===== src/rtl/txerr_pkg.sv =====
package txerr_pkg;

    localparam int NCNT   = 6;
    localparam int ADDR_W = 3;

    typedef enum logic [ADDR_W-1:0] {
        SEL_ERRORED = 3'd0,
        SEL_XCOLL   = 3'd1,
        SEL_XDEFER  = 3'd2,
        SEL_LATE    = 3'd3,
        SEL_CARRIER = 3'd4,
        SEL_SQE     = 3'd5
    } cnt_sel_e;

    // outcome of a frame, valid in the cycle it closes
    typedef struct packed {
        logic errored;
        logic xcoll;
        logic xdefer;
        logic late;
        logic carrier;
        logic done_ok;
    } close_flags_t;

    function automatic longint defer_cycles(input longint clk_hz, input longint usec);
        return (clk_hz * usec) / 64'd1000000;
    endfunction

endpackage


===== src/rtl/txerr_frame.sv =====
module txerr_frame
    import txerr_pkg::*;
#(
    parameter int MAX_COLL  = 16,
    parameter int DEFER_CYC = 160000
) (
    input  logic         clk,
    input  logic         rst,
    input  logic         sof,
    input  logic         coll,
    input  logic         late_coll,
    input  logic         crs,
    input  logic         defer,
    input  logic         underrun,
    input  logic         man_abort,
    input  logic         eof,
    output logic         close_o,
    output close_flags_t flags_o,
    output logic         limit_abort_o
);

    localparam int CW = $clog2(MAX_COLL + 1);
    localparam int DW = $clog2(DEFER_CYC + 1);

    logic          open_q;
    logic [CW-1:0] coll_q;
    logic [DW-1:0] dtmr_q;
    logic          crs_bad_q;

    logic active, coll_hit, defer_hit, crs_now, abort_any;

    always_comb begin
        active    = open_q && !sof;
        coll_hit  = active && coll && (coll_q == CW'(MAX_COLL - 1));
        defer_hit = active && defer && (dtmr_q == DW'(DEFER_CYC));
        crs_now   = active && !defer && !crs;
        abort_any = coll_hit || defer_hit || (active && (late_coll || underrun || man_abort));
        close_o   = abort_any || (active && eof);

        flags_o.errored = abort_any;
        flags_o.xcoll   = coll_hit;
        flags_o.xdefer  = defer_hit;
        flags_o.late    = active && late_coll;
        flags_o.carrier = close_o && (crs_bad_q || crs_now);
        flags_o.done_ok = active && eof && !abort_any;

        limit_abort_o = coll_hit || defer_hit;
    end

    always_ff @(posedge clk) begin
        if (rst) begin
            open_q    <= 1'b0;
            coll_q    <= '0;
            dtmr_q    <= '0;
            crs_bad_q <= 1'b0;
        end else if (sof) begin
            open_q    <= 1'b1;
            coll_q    <= '0;
            dtmr_q    <= '0;
            crs_bad_q <= 1'b0;
        end else if (open_q) begin
            if (close_o) begin
                open_q <= 1'b0;
            end else begin
                coll_q    <= coll_q + CW'(coll);
                dtmr_q    <= dtmr_q + DW'(defer);
                crs_bad_q <= crs_bad_q || crs_now;
            end
        end
    end

endmodule


===== src/rtl/txerr_hb.sv =====
module txerr_hb #(
    parameter int HB_WIN = 16
) (
    input  logic clk,
    input  logic rst,
    input  logic arm,
    input  logic heartbeat,
    output logic miss_o
);

    localparam int HW = $clog2(HB_WIN + 1);

    logic [HW-1:0] win_q;

    assign miss_o = (win_q == HW'(1)) && !heartbeat;

    always_ff @(posedge clk) begin
        if (rst) begin
            win_q <= '0;
        end else if (arm) begin
            win_q <= HW'(HB_WIN);
        end else if (win_q != '0) begin
            if (heartbeat || win_q == HW'(1)) begin
                win_q <= '0;
            end else begin
                win_q <= win_q - HW'(1);
            end
        end
    end

endmodule


===== src/rtl/txerr_bank.sv =====
module txerr_bank
    import txerr_pkg::*;
#(
    parameter int CNT_W = 32
) (
    input  logic                       clk,
    input  logic                       rst,
    input  logic [NCNT-1:0]            inc,
    input  logic                       rd_en,
    input  logic [ADDR_W-1:0]          rd_addr,
    output logic [CNT_W-1:0]           rd_data,
    output logic [NCNT-1:0][CNT_W-1:0] cnt_o
);

    logic [CNT_W-1:0] sel;

    for (genvar i = 0; i < NCNT; i++) begin : g_cnt
        logic hit;
        assign hit = rd_en && (rd_addr == ADDR_W'(i));
        always_ff @(posedge clk) begin
            if (rst) begin
                cnt_o[i] <= '0;
            end else if (hit) begin
                cnt_o[i] <= CNT_W'(inc[i]);
            end else if (inc[i] && !(&cnt_o[i])) begin
                cnt_o[i] <= cnt_o[i] + CNT_W'(1);
            end
        end
    end

    always_comb begin
        sel = '0;
        for (int i = 0; i < NCNT; i++) begin
            if (rd_addr == ADDR_W'(i)) sel = cnt_o[i];
        end
    end

    always_ff @(posedge clk) begin
        if (rst)        rd_data <= '0;
        else if (rd_en) rd_data <= sel;
    end

endmodule


===== src/rtl/txerr_stats.sv =====
module txerr_stats
    import txerr_pkg::*;
#(
    parameter int CLK_HZ   = 50_000_000,
    parameter int DEFER_US = 3200,
    parameter int MAX_COLL = 16,
    parameter int HB_WIN   = 16,
    parameter int CNT_W    = 32
) (
    input  logic             clk,
    input  logic             rst,
    input  logic             hb_chk_en,
    input  logic             tx_sof,
    input  logic             tx_coll,
    input  logic             tx_late_coll,
    input  logic             tx_crs,
    input  logic             tx_defer,
    input  logic             tx_underrun,
    input  logic             tx_man_abort,
    input  logic             tx_heartbeat,
    input  logic             tx_eof,
    input  logic             rd_en,
    input  logic [2:0]       rd_addr,
    output logic [CNT_W-1:0] rd_data,
    output logic             tx_abort_o
);

    localparam int DEFER_CYC = int'(defer_cycles(longint'(CLK_HZ), longint'(DEFER_US)));

    logic                       closing;
    close_flags_t               flags;
    logic                       sqe_miss;
    logic [NCNT-1:0]            inc;
    logic [NCNT-1:0][CNT_W-1:0] cnt_flat;

    txerr_frame #(.MAX_COLL(MAX_COLL), .DEFER_CYC(DEFER_CYC)) u_frame (
        .clk(clk), .rst(rst), .sof(tx_sof), .coll(tx_coll), .late_coll(tx_late_coll),
        .crs(tx_crs), .defer(tx_defer), .underrun(tx_underrun), .man_abort(tx_man_abort),
        .eof(tx_eof), .close_o(closing), .flags_o(flags), .limit_abort_o(tx_abort_o)
    );

    txerr_hb #(.HB_WIN(HB_WIN)) u_hb (
        .clk(clk), .rst(rst), .arm(flags.done_ok && hb_chk_en),
        .heartbeat(tx_heartbeat), .miss_o(sqe_miss)
    );

    always_comb begin
        inc              = '0;
        inc[SEL_ERRORED] = closing && flags.errored;
        inc[SEL_XCOLL]   = closing && flags.xcoll;
        inc[SEL_XDEFER]  = closing && flags.xdefer;
        inc[SEL_LATE]    = closing && flags.late;
        inc[SEL_CARRIER] = closing && flags.carrier;
        inc[SEL_SQE]     = sqe_miss;
    end

    txerr_bank #(.CNT_W(CNT_W)) u_bank (
        .clk(clk), .rst(rst), .inc(inc), .rd_en(rd_en), .rd_addr(rd_addr),
        .rd_data(rd_data), .cnt_o(cnt_flat)
    );

endmodule


===== config.mk =====
export PLATFORM = sky130hd
export DESIGN_NAME = txerr_stats
export DESIGN_NICKNAME = d
export VERILOG_FILES = /design/src/rtl/txerr_pkg.sv /design/src/rtl/txerr_frame.sv /design/src/rtl/txerr_hb.sv /design/src/rtl/txerr_bank.sv /design/src/rtl/txerr_stats.sv
export SDC_FILE = /design/constraint.sdc
export NUM_CORES = 1
export LEC_CHECK = 0
export ABC_AREA = 1
export BUFFER_PORTS_ARGS = -buffer_cell sky130_fd_sc_hd__buf_2
export CORE_MARGIN = 2
export CORE_UTILIZATION = 50
export DETAILED_ROUTE_END_ITERATION = 6
export HOLD_SLACK_MARGIN = 0.03
export PLACE_DENSITY = 0.62
export SYNTH_ARGS = -nofsm -noshare
export SYNTH_HDL_FRONTEND = slang
export SYNTH_HIERARCHICAL = 1
export SYNTH_SLANG_ARGS = --single-unit

===== constraint.sdc =====
create_clock -name clk -period 6 [get_ports clk]
set_input_delay 1.2 -clock clk [delete_from_list [all_inputs] [get_ports clk]]
set_output_delay 1.2 -clock clk [all_outputs]
set_load 0.02 [all_outputs]

## Word level (Yosys, flattened, before mapping)

Cells that the tools add are included.

- Output and inout port bits: 33
- Register bits after elaboration: 254
- Logic and storage cells: 134
- Bits of input ports: 16

- Equal/unequal tests: 8
- Reduce and logical (&&, ||, !) cells: 73
- Multiplexer cells: 24
- Bitwise logic cells: 1
- Add/subtract/negate cells: 9

Operators by type and width:

| cell | number |
|---|---|
| $add 32x1->32 const B | 6 |
| $mux 32 | 6 |
| $reduce_and 32->1 | 6 |
| $logic_and 1x1->1 | 31 |
| $add 18x1->18 | 1 |
| $eq 18x18->1 const B | 1 |
| $reduce_or 2->1 | 8 |
| $mux 1 | 15 |
| $mux 5 | 3 |
| $reduce_bool 2->1 | 7 |
| $logic_not 1->1 | 11 |
| $logic_or 1x1->1 | 7 |
| $eq 3x2->1 const B | 2 |
| $eq 3x3->1 const B | 2 |
| $add 5x1->5 | 1 |
| $eq 5x1->1 const B | 1 |
| $eq 5x4->1 const B | 1 |
| $reduce_bool 5->1 | 1 |
| $sub 5x1->5 const B | 1 |
| $eq 3x1->1 const B | 1 |
| $logic_not 3->1 | 1 |
| $reduce_and 2->1 | 1 |
| $not 1->1 | 1 |

## Depth between registers and ports, before layout

- Word-level depth: 12
- Gate-level depth with buffers: 16

## Cells and area by module

The synthesis kept the hierarchy.

Modules (own cells, without submodules):

| module | area each (µm²) | cells each | instances |
|---|---|---|---|
| txerr_bank | 15,192.1 | 2,624 | 1 |
| txerr_frame | 1,689.1 | 251 | 1 |
| txerr_hb | 312.8 | 43 | 1 |
| txerr_stats | 45.0 | 12 | 1 |

## Worst setup path before layout

Ideal clock, no wire load.

- Path type: input to output
- From: input port tx_coll
- To: output port tx_abort_o
- Stages: 4
- Arrival: 1,794 ps
- Path buffers: 0
- Setup slack: 3,006 ps
- Data required time: 4,800 ps
- Cell sequence: nand2_1 > nor3b_1 > nand3_2 > nand2_1

- Longest elaborated chain between the ends: 3

Ends and longest elaborated chain:

| what | line | text |
|---|---|---|
| start, declared | txerr_stats.sv:14 | `input logic tx_coll,` |
| $logic_and 1x1->1 (2 in a row) | txerr_frame.sv:34 | `coll_hit = active && coll && (coll_q == CW'(MAX_COLL - 1));` |
| $logic_or 1x1->1 | txerr_frame.sv:47 | `limit_abort_o = coll_hit \|\| defer_hit;` |
| end, declared | txerr_stats.sv:25 | `output logic tx_abort_o` |

Every way passes these cells.

## Final worst setup path

- From: register u_frame.open_q
- To: output port tx_abort_o

- Longest elaborated chain between the ends: 4

Ends and longest elaborated chain:

| what | line | text |
|---|---|---|
| start, declared | txerr_frame.sv:25 | `logic open_q;` |
| start signal, assigned | txerr_frame.sv:52 | `open_q <= 1'b0;` |
| start signal, assigned | txerr_frame.sv:57 | `open_q <= 1'b1;` |
| start signal, assigned | txerr_frame.sv:63 | `open_q <= 1'b0;` |
| $logic_and 1x1->1 (*) | txerr_frame.sv:33 | `active = open_q && !sof;` |
| $logic_and 1x1->1, on equally long branches (2 in a row) | txerr_frame.sv:34, txerr_frame.sv:35 |  |
| $logic_or 1x1->1 (*) | txerr_frame.sv:47 |  |

Mark *: on every way between the ends. The rest lies on a longest branch, timed or not.

==> summary.md <==
| Metric | Value |
|---|---|
| Post-synth top area share | `0.2950` |
| GPL Wtd Cong | `0.9540` |
| Post-synth ARST share | `0` |
| Final Power | `3.925 mW` |
| Root Driver | `clkbuf_16` |
| Crit path from | `u_frame/open_q$_SDFF_PP0_` |
| Crit. End Element | `primary output` |
| Ports | `49` |
| Initial DRC count | `around 1700` |
| Biggest area consumer among synthesized cells | `dfxtp_1` |
| Layout filler cell count | `between 3000 and 4000` |
| Share of cells above drive strength 1 | `0.08299` |
| Crit path arrival time | `~2100 ps` |
| Worst hold path depth | `2` |
| Syn Area/Cell | `approximately 5.9 um2` |
| CTS tree | `yes` |
| Die height | `189.7 um` |
| Power density over cell area | `212.0 nW/um2` |
| Die ar. | `35980 um2` |
| Yosys warns | `6` |
| Met2 WL post-DR | `24.91 mm` |
| Inst Count DP | `3351` |
| Total GRT Usage | `0.3082` |
| Grt total ovfl | `0` |
| Fin. Hold Viols | `0` |
| Distinct cells, synth | `42` |
| Clock Path Buffers | `3` |
| WL met3 | `3.370 mm` |
| Fin cells | `between 3000 and 4000` |
| Dpl hpwl | `42.22 mm` |
| Pleak | `6.521 nW` |
| H-tree lvl count | `1` |
| Commonest cells post-synth | `nand2_1, nor2_1, dfxtp_1` |
| CP max FO | `12` |
| RSZ-0062 raised after global routing | `no` |
| Highest metal used | `met4` |
| Post-Syn Nets | `just under 3000` |
| Total core area | `34290 um2` |
| First-pass GRT wire length | `around 90 mm` |
| Max-cap violations | `0` |
| Worst min path class | `reg -> reg` |
| Quantity of hold-fixing buffers added after cts | `0` |
| Flop-to-flop setup slack | `2730 ps` |
| Clk sinks | `254` |
| Final net count | `2958` |
| R2r startpoint | `u_frame/open_q$_SDFF_PP0_` |
| TritonCTS buffer count | `31` |
| DRC Markers | `0` |
| CP startpoint kind | `register` |
| Syn Std Cell Area | `between 15000 and 20000 um2` |
| Crit path kind | `reg -> out` |
| Clock slew at reported path FFs | `60 ps` |
| Mapped Cells | `2930` |
| M1 wire length | `~26 mm` |
| Via density | `5.326` |
| Fin. max-slew vios | `0` |
| Post-layout min period | `approximately 3300 ps` |
| Slew of the pin with the lowest slew margin | `1132 ps` |
| Layout area overhead | `7.396%` |
| Vias in the first global route | `16360` |
| Antenna fix cells | `0` |
| Fin Setup TNS | `0 ps` |
| Pin count of the biggest net entering global routing | `54` |
| Most used flip-flop cell after synthesis | `dfxtp_1` |
| Total Wirelength | `about 56 mm` |
| Top-count cell post-synth | `nand2_1` |
| Hold EP | `u_bank/rd_data[22]$_SDFFE_PP0P_` |
| Synth area leaders | `dfxtp_1, nand2_1, nor2_1` |
| Min Hold Slack | `463.5 ps` |
| Endpoint of the worst register-to-register path | `u_bank/cnt_o[77]$_SDFFE_PP0P_` |
| DRT Pass-1 Iters | `5` |
| Worst ir drop on vdd | `roughly 230 uV` |
| Seq cells post-synth | `254` |
| Worst r2r path cells | `10` |
| Via Count | `18150` |
| Crit path required time | `4800 ps` |
| Post-synth EDFFs | `0` |
| Post-cts resize count | `0` |
| Routed Antenna Nets | `0` |
| Initial antenna violation count | `0` |
| Rows | `~70` |
| Final Skew | `7.474 ps` |
| Die X | `189.7 um` |
| Max frequency | `roughly 300 MHz` |
| Min-delay src | `u_bank/rd_data[22]$_SDFFE_PP0P_` |
| Port bufs | `48` |
| Outcome | `complete, no violations` |
| Fin crit share | `0.5538` |
| Setup violators final | `0` |
| Max-slew headroom | `0.2435` |
| Worst-skew pair later-pin latency | `580 ps` |
| Starting Density | `0.5028` |
| Wire per inst | `16.49 um` |
| Post-CTS setup buffer count | `0` |
| Sequential area share after synthesis | `0.2950` |
[flip-flops by register name, summed over array words and instances, names as in the netlist]
register	count
u_frame/coll_q	5
u_frame/dtmr_q	18
u_bank/rd_data	32
u_frame/open_q	1
u_hb/win_q	5
u_frame/crs_bad_q	1
u_bank/cnt_o	192
[worst max-delay path, stage by stage (launching register included)]
cell     delay, ps
dfxtp_1        690
inv_2          220
nor2_4         200
nand3_2        160
nand2_1        110
buf_2          160
[per-layer routing]
metal / vias up / track usage
li1: 9207 / -
met4: 0 / 0.09273
met2: 568 / 0.4962
met1: 8276 / 0.4334
met3: 95 / 0.03597
met5: - / 0
[cell usage in the layout (no fill, tap or decap), types with 10 or more instances in the layout]
| cell type | n |
|---|---|
| nand2_1 | 1161 |
| nor2_1 | 450 |
| dfxtp_1 | 254 |
| a21oi_1 | 244 |
| inv_1 | 231 |
| nand3_1 | 131 |
| xor2_1 | 58 |
| o21ai_0 | 53 |
| buf_2 | 48 |
| nand2_2 | 42 |
| a21oi_2 | 32 |
| clkbuf_16 | 31 |
| nand4_1 | 21 |
| o22ai_1 | 20 |
| inv_2 | 18 |
| xnor2_1 | 18 |
| nand3_2 | 16 |
| nor2_2 | 15 |
| ha_1 | 13 |
| a22oi_1 | 11 |
| clkbuf_1 | 10 |
[cell type report]
class / instances / area, um2 / area share
repair buffers: 55 / 292.8 / 0.01581
multi-input cells: 2338 / 10610 / 0.5733
clock inverters: 9 / 122.6 / 0.006623
clock buffers: 47 / 895.9 / 0.04839
well taps: 455 / 569.3 / 0.03075
inverters: 249 / 934.6 / 0.05048
flip-flops and latches: 254 / 5085 / 0.2747
[worst max path at each step]
stage	end	slack [ps]	depth (start not counted)
finish	tx_abort_o	2680	5
global route	u_bank/cnt_o[85]$_SDFFE_PP0P_	2440	10
CTS	tx_abort_o	2690	5
detailed placement	u_bank/cnt_o[111]$_SDFFE_PP0P_	2340	12
global placement	u_bank/cnt_o[116]$_SDFFE_PP0P_	2410	13
floorplan	tx_abort_o	3010	4
[per-stage QoR]
stage	area [um2]	util	setup slack [ps]
final	18510	0.5400	2677
after global routing	18510	0.5400	2439
after CTS	18510	0.5400	2689
after detailed placement	17500	0.5103	2335
after global placement	17500	0.5103	2410
after floorplan	17240	-	3006
[logic make-up after synthesis]
logic type	Yosys count	synth area share
buffers and inverters	338	0.08934
adder cells (fa/ha/maj)	13	0.009436
AO/OA/AOI/OAI	370	0.1187
AND/OR/NAND/NOR	1879	0.4489
flip-flops	254	0.2950
XOR/XNOR	76	0.03861
[power by group]
group / switching, mW / total (mW) / internal, mW
clock: 0.757 / 1.90 / 1.15
sequential: 0.0227 / 1.73 / 1.71
combinational: 0.204 / 0.290 / 0.0863
Note: power is estimated with default switching activity, not from simulation.
